`src/rtl/stkirq_pkg.sv`:
```
package stkirq_pkg;
  typedef enum logic [1:0] {
    ADR_BUS_A = 2'd0,
    ADR_BUS_B = 2'd1,
    ADR_DMA   = 2'd2,
    ADR_FLAGS = 2'd3
  } stkirq_addr_e;

  localparam int NWORDS   = 3;
  localparam int WORD_DMA = 2;
endpackage

```
`src/rtl/stkirq_word.sv`:
```
module stkirq_word #(
  parameter int DW = 8,
  parameter logic [DW-1:0] FATAL = '0
) (
  input  logic          clk,
  input  logic          rst,
  input  logic          en_wr,
  input  logic [DW-1:0] wdata,
  input  logic          clr,
  input  logic [DW-1:0] ev,
  input  logic          to_hid,
  input  logic          promote,
  output logic [DW-1:0] vis_q,
  output logic          hid_any,
  output logic          hot_cl,
  output logic          hot_nx,
  output logic          en_hot
);
  logic [DW-1:0] hid_q, en_q;
  logic [DW-1:0] vis_cl, vis_nx, hid_nx, en_nx;

  always_comb begin
    vis_cl = clr ? '0 : vis_q;
    en_nx  = en_wr ? wdata : en_q;
    if (promote) begin
      vis_nx = vis_cl | hid_q | ev;
      hid_nx = '0;
    end else if (to_hid) begin
      vis_nx = vis_cl;
      hid_nx = hid_q | ev;
    end else begin
      vis_nx = vis_cl | ev;
      hid_nx = hid_q;
    end
  end

  assign hot_cl  = |(vis_cl & (en_q | FATAL));
  assign hot_nx  = |(vis_nx & (en_nx | FATAL));
  assign en_hot  = |(vis_q & en_q);
  assign hid_any = |hid_q;

  always_ff @(posedge clk) begin
    if (rst) begin
      vis_q <= '0;
      hid_q <= '0;
      en_q  <= '0;
    end else begin
      vis_q <= vis_nx;
      hid_q <= hid_nx;
      en_q  <= en_nx;
    end
  end
endmodule

```
`src/rtl/stkirq_line.sv`:
```
module stkirq_line #(
  parameter int GAP_CYCLES = 3
) (
  input  logic clk,
  input  logic rst,
  input  logic rd_stat,
  input  logic pend_q,
  input  logic pend_cl,
  input  logic want,
  output logic irq_n_q
);
  localparam int GW = (GAP_CYCLES > 1) ? $clog2(GAP_CYCLES) : 1;
  localparam logic [GW-1:0] GAP_LOAD = GW'(GAP_CYCLES - 1);

  logic [GW-1:0] gap_q;
  logic          release_now;

  assign release_now = rd_stat && (pend_q || !irq_n_q) && !pend_cl;

  always_ff @(posedge clk) begin
    if (rst) begin
      irq_n_q <= 1'b1;
      gap_q   <= '0;
    end else if (release_now) begin
      irq_n_q <= 1'b1;
      gap_q   <= GAP_LOAD;
    end else begin
      if (gap_q != '0) gap_q <= gap_q - 1'b1;
      if (irq_n_q && gap_q == '0 && want) irq_n_q <= 1'b0;
    end
  end
endmodule

```
`src/rtl/stacked_irq_ctrl.sv`:
```
module stacked_irq_ctrl #(
  parameter int DW = 8,
  parameter int GAP_CYCLES = 3,
  parameter logic [3*DW-1:0] FATAL_MAP = '0
) (
  input  logic          clk,
  input  logic          rst,
  input  logic [DW-1:0] ev_bus_a,
  input  logic [DW-1:0] ev_bus_b,
  input  logic [DW-1:0] ev_dma,
  input  logic          reg_rd,
  input  logic          reg_wr,
  input  logic [1:0]    reg_addr,
  input  logic [DW-1:0] reg_wdata,
  output logic [DW-1:0] reg_rdata,
  output logic          bus_pend,
  output logic          dma_pend,
  output logic          irq_n
);
  import stkirq_pkg::*;

  logic [NWORDS-1:0][DW-1:0] ev_w, vis_w;
  logic [NWORDS-1:0] hid_w, hot_cl_w, hot_nx_w, en_hot_w, clr_w, wr_w;
  logic pend_cl, to_hid, promote, rd_stat;
  logic bus_q, dma_q;
  logic [DW-1:0] rdata_q;

  assign ev_w[0]        = ev_bus_a;
  assign ev_w[1]        = ev_bus_b;
  assign ev_w[WORD_DMA] = ev_dma;

  assign rd_stat = reg_rd && (reg_addr != ADR_FLAGS);
  assign pend_cl = |hot_cl_w;
  assign to_hid  = pend_cl;
  assign promote = !pend_cl && (|hid_w);

  for (genvar i = 0; i < NWORDS; i++) begin : g_word
    assign clr_w[i] = reg_rd && (reg_addr == 2'(i));
    assign wr_w[i]  = reg_wr && (reg_addr == 2'(i));
    stkirq_word #(
      .DW   (DW),
      .FATAL(FATAL_MAP[i*DW +: DW])
    ) u_word (
      .clk    (clk),
      .rst    (rst),
      .en_wr  (wr_w[i]),
      .wdata  (reg_wdata),
      .clr    (clr_w[i]),
      .ev     (ev_w[i]),
      .to_hid (to_hid),
      .promote(promote),
      .vis_q  (vis_w[i]),
      .hid_any(hid_w[i]),
      .hot_cl (hot_cl_w[i]),
      .hot_nx (hot_nx_w[i]),
      .en_hot (en_hot_w[i])
    );
  end

  always_ff @(posedge clk) begin
    if (rst) begin
      bus_q   <= 1'b0;
      dma_q   <= 1'b0;
      rdata_q <= '0;
    end else begin
      bus_q <= hot_nx_w[0] | hot_nx_w[1];
      dma_q <= hot_nx_w[WORD_DMA];
      if (reg_rd) begin
        case (reg_addr)
          ADR_BUS_A: rdata_q <= vis_w[0];
          ADR_BUS_B: rdata_q <= vis_w[1];
          ADR_DMA:   rdata_q <= vis_w[WORD_DMA];
          default:   rdata_q <= {{(DW-2){1'b0}}, dma_q, bus_q};
        endcase
      end
    end
  end

  stkirq_line #(.GAP_CYCLES(GAP_CYCLES)) u_line (
    .clk    (clk),
    .rst    (rst),
    .rd_stat(rd_stat),
    .pend_q (bus_q | dma_q),
    .pend_cl(pend_cl),
    .want   (|en_hot_w),
    .irq_n_q(irq_n)
  );

  assign bus_pend  = bus_q;
  assign dma_pend  = dma_q;
  assign reg_rdata = rdata_q;
endmodule

```
`config.mk`:
```
export PLATFORM = sky130hd
export DESIGN_NAME = stacked_irq_ctrl
export DESIGN_NICKNAME = d
export VERILOG_FILES = /design/src/rtl/stkirq_pkg.sv /design/src/rtl/stkirq_word.sv /design/src/rtl/stkirq_line.sv /design/src/rtl/stacked_irq_ctrl.sv
export SDC_FILE = /design/constraint.sdc
export NUM_CORES = 1
export LEC_CHECK = 0
export BUFFER_PORTS_ARGS = -buffer_cell sky130_fd_sc_hd__clkbuf_2
export CORE_MARGIN = 2
export CORE_UTILIZATION = 35
export CTS_BUF_LIST = sky130_fd_sc_hd__clkbuf_4
export DETAILED_ROUTE_END_ITERATION = 6
export PLACE_DENSITY = 0.55
export SLEW_MARGIN = 30
export SYNTH_ARGS = -nofsm -noshare
export SYNTH_HDL_FRONTEND = slang
export SYNTH_SLANG_ARGS = --single-unit
export TNS_END_PERCENT = 1
```
`constraint.sdc`:
```
create_clock -name clk -period 2.2 [get_ports clk]
set_input_delay 0.22 -clock clk [delete_from_list [all_inputs] [get_ports clk]]
set_output_delay 0.22 -clock clk [all_outputs]
set_load 0.005 [all_outputs]
```
==> impl_metrics.env <==
export IMPL_status="completed"
export IMPL_fill_cells=1148
export IMPL_die_height_um=109
export IMPL_cts_made_buffers=9
export IMPL_grt_overflow=0
export IMPL_ys_flop_type="dfxtp_1"
export IMPL_hold_viol=0
export IMPL_vias=3670
export IMPL_vias_per_cell=5.53
export IMPL_root_buffer="clkbuf_4"
export IMPL_final_cell_area_sq_um=4540
export IMPL_grt_pass1_wl_mm=19.0
export IMPL_mostFrequentLayoutCells="dfxtp_1, nor2_1, nand2_1"
export IMPL_netlist_area_leader_share=0.439
export IMPL_rows=38
export IMPL_synthCells=464
export IMPL_grt_use_total=0.213
export IMPL_critPathRequiredTime_ps=2500
export IMPL_drc=0
export IMPL_tns_ps=0
export IMPL_ant_nets=0
export IMPL_cts_clk_slew_worst_paths_ps=130
export IMPL_p_leak_uw=0.00186
export IMPL_setup_viol=0
export IMPL_yosysUniqueCellTypes=44
export IMPL_avgSynthCellArea_sq_um=8.36
export IMPL_clockBufferDepth=2
export IMPL_grt_pass1_vias=3433
export IMPL_start_util=0.358
export IMPL_nets=557
export IMPL_syn_nets=502
export IMPL_arrival_ps=2290
export IMPL_slew_violations=0
export IMPL_pwr_share_seq=0.494
export IMPL_endpoint_kind="flip-flop"
export IMPL_core_area_sq_um=10800
export IMPL_p_total_uw=3790
export IMPL_internal_power_uw=2550
export IMPL_period_share=0.902
export IMPL_tritoncts="yes"
export IMPL_synth_edf_count=0
export IMPL_hp_class="in2reg"
export IMPL_post_route_util=0.419
export IMPL_switching_share=0.328
export IMPL_peakVddDrop_mv=0.357
export IMPL_synth_seq_cells=85
export IMPL_yosysTopAreaCell="dfxtp_1"
export IMPL_antenna_found_initial=1
export IMPL_dieArea_sq_um=11900
export IMPL_final_common_cell="dfxtp_1"
export IMPL_synthTopCellsByArea="dfxtp_1, mux2i_1, o21ai_0"
export IMPL_yosys_warnings=0
export IMPL_async_flop_share=0
export IMPL_drv_cap=0
export IMPL_worstMarginPinSlew_ps=491
export IMPL_hpwlAfterDp_mm=8.99
export IMPL_rsz0062_at_grt="no"
export IMPL_drt_pass1_iter_count=7
export IMPL_crit_fanout=3
export IMPL_numPortBuffers=48
export IMPL_first_iter_violations=317
export IMPL_wire_per_inst_um=18.2
export IMPL_die_w_um=109
export IMPL_ios=49
export IMPL_route_final_wire_length_mm=12.1
export IMPL_powerDensity_nw_per_um2=836
export IMPL_clock_fmax_ghz=0.504
export IMPL_clock_latency_ps=430
export IMPL_fin_crit_ps=1990
export IMPL_drive_gt1_frac=0.166
export IMPL_crit_type="in2reg"
export IMPL_area_growth_syn_to_layout_pct=17.0
export IMPL_place_gp_congestion=0.925
export IMPL_finClkSkew_ps=15.0
export IMPL_grt_max_degree=57
export IMPL_p_sw_uw=1240
export IMPL_relSlewSlack=0.670
export IMPL_dpl_cell_area_sq_um=4270
export IMPL_comb_power_share=0.243
export IMPL_pwr_share_clk=0.263
export IMPL_start_kind="primary input"
export IMPL_ys_seq_area_frac=0.439
export IMPL_syn_area_sq_um=3880
export IMPL_clkSinkCount=85
export IMPL_htreeDepth=3
[cells in the mapped netlist, types with 2 or more instances]
cell type	instances
a211oi_1	7
a21oi_1	47
a221oi_2	2
a22o_1	3
a22oi_1	9
a2bb2oi_1	8
a31oi_1	2
and3_1	2
buf_2	8
buf_4	3
buf_6	3
clkbuf_1	13
dfxtp_1	85
inv_1	7
mux2_2	2
mux2i_1	33
mux4_2	2
nand2_1	52
nand2_2	2
nand2b_1	4
nand4_1	6
nor2_1	61
nor2b_1	4
nor4_1	7
o21ai_0	51
o21ai_1	7
o22ai_1	15
o41ai_1	2
or2_2	2
[power by group through the flow]
stage,Clock [uW],Combinational [uW],Sequential (uW)
final,998,920,1870
after global routing,1090,1030,1900
after CTS,1030,913,1870
after detailed placement,0,895,1910
after global placement,0,888,1910
after floorplan,0,627,1840
[routing by layer]
metal  global-route usage  part of all wire  vias to the layer above
met5                    0                 0                        -
met4               0.0995             0.026                        0
met3               0.0371             0.059                       20
met2                0.316              0.45                      123
met1                0.300              0.47                     1737
li1                     -                 -                     1790
[path summary, 6_finish.rpt]
kind / startpoint / to / slack, ps / cells after the start
min reg2reg: u_line.irq_n_q$_SDFFE_PP1P_ / u_line.irq_n_q$_SDFFE_PP1P_ / 470 / 2
min: ev_bus_b[2] / g_word[1].u_word.hid_q[2]$_SDFFE_PP0P_ / 30 / 3
max reg2reg: g_word[0].u_word.en_q[4]$_SDFF_PP0_ / g_word[0].u_word.vis_q[2]$_SDFF_PP0_ / 210 / 8
max: ev_bus_b[0] / bus_pend$_SDFF_PP0_ / 210 / 8
[per-stage QoR]
stage | hold slack [ps] | std cells | setup slack (ps)
finish | 26.1 | 664 | 215
global route | 10.7 | 664 | 61.2
CTS | 0.700 | 662 | 120
detailed placement | 453 | 637 | 140
global placement | 452 | 637 | 173
floorplan | 317 | 464 | 405
[state kept, by name, summed over array words and instances (netlist names)]
register and cells:
dma_pend 1, bus_pend 1, g_word.u_word.vis_q 24, reg_rdata 8
u_line.gap_q 2, g_word.u_word.hid_q 24, u_line.irq_n_q 1, g_word.u_word.en_q 24
[cell type report]
class | count | area, sq um | share of cell area
diodes | 1 | 2.50 | 0.000552
multi-input cells | 344 | 2010 | 0.442
inverters | 7 | 26.3 | 0.00579
clock inverters | 5 | 76.3 | 0.0168
clock buffers | 10 | 75.1 | 0.0165
flip-flops and latches | 85 | 1700 | 0.375
well taps | 140 | 175 | 0.0386
repair buffers | 72 | 474 | 0.105
[what timing repair did]
| item | 4_1_cts | 5_1_grt |
|---|---|---|
| endpoints found under the setup margin | 0 | 4 |
| buffers inserted | 0 | 1 |
| gates resized for setup | 0 | 1 |
| hold endpoints to repair | 10 | 0 |
| hold buffers | 10 | 0 |
[worst max-delay path, stage by stage]
cell and delay, ps:
dlygate4sd3_1 530, clkbuf_2 110, or2_2 310, a221oi_1 300, a31oi_1 100, a211o_1 230, o41ai_1 340, a41oi_1 140
[cell families (layout without fill, tap and decap cells)]
| family | after synthesis | after routing | synth area share |
|---|---|---|---|
| AO/OA/AOI/OAI | 162 | 162 | 0.251 |
| AND/OR/NAND/NOR | 145 | 145 | 0.163 |
| flip-flops | 85 | 85 | 0.439 |
| multiplexers | 37 | 37 | 0.103 |
| buffers and inverters | 35 | 94 | 0.0452 |
| other | 0 | 1 | 0 |
Note: power is estimated with default switching activity, not from simulation.
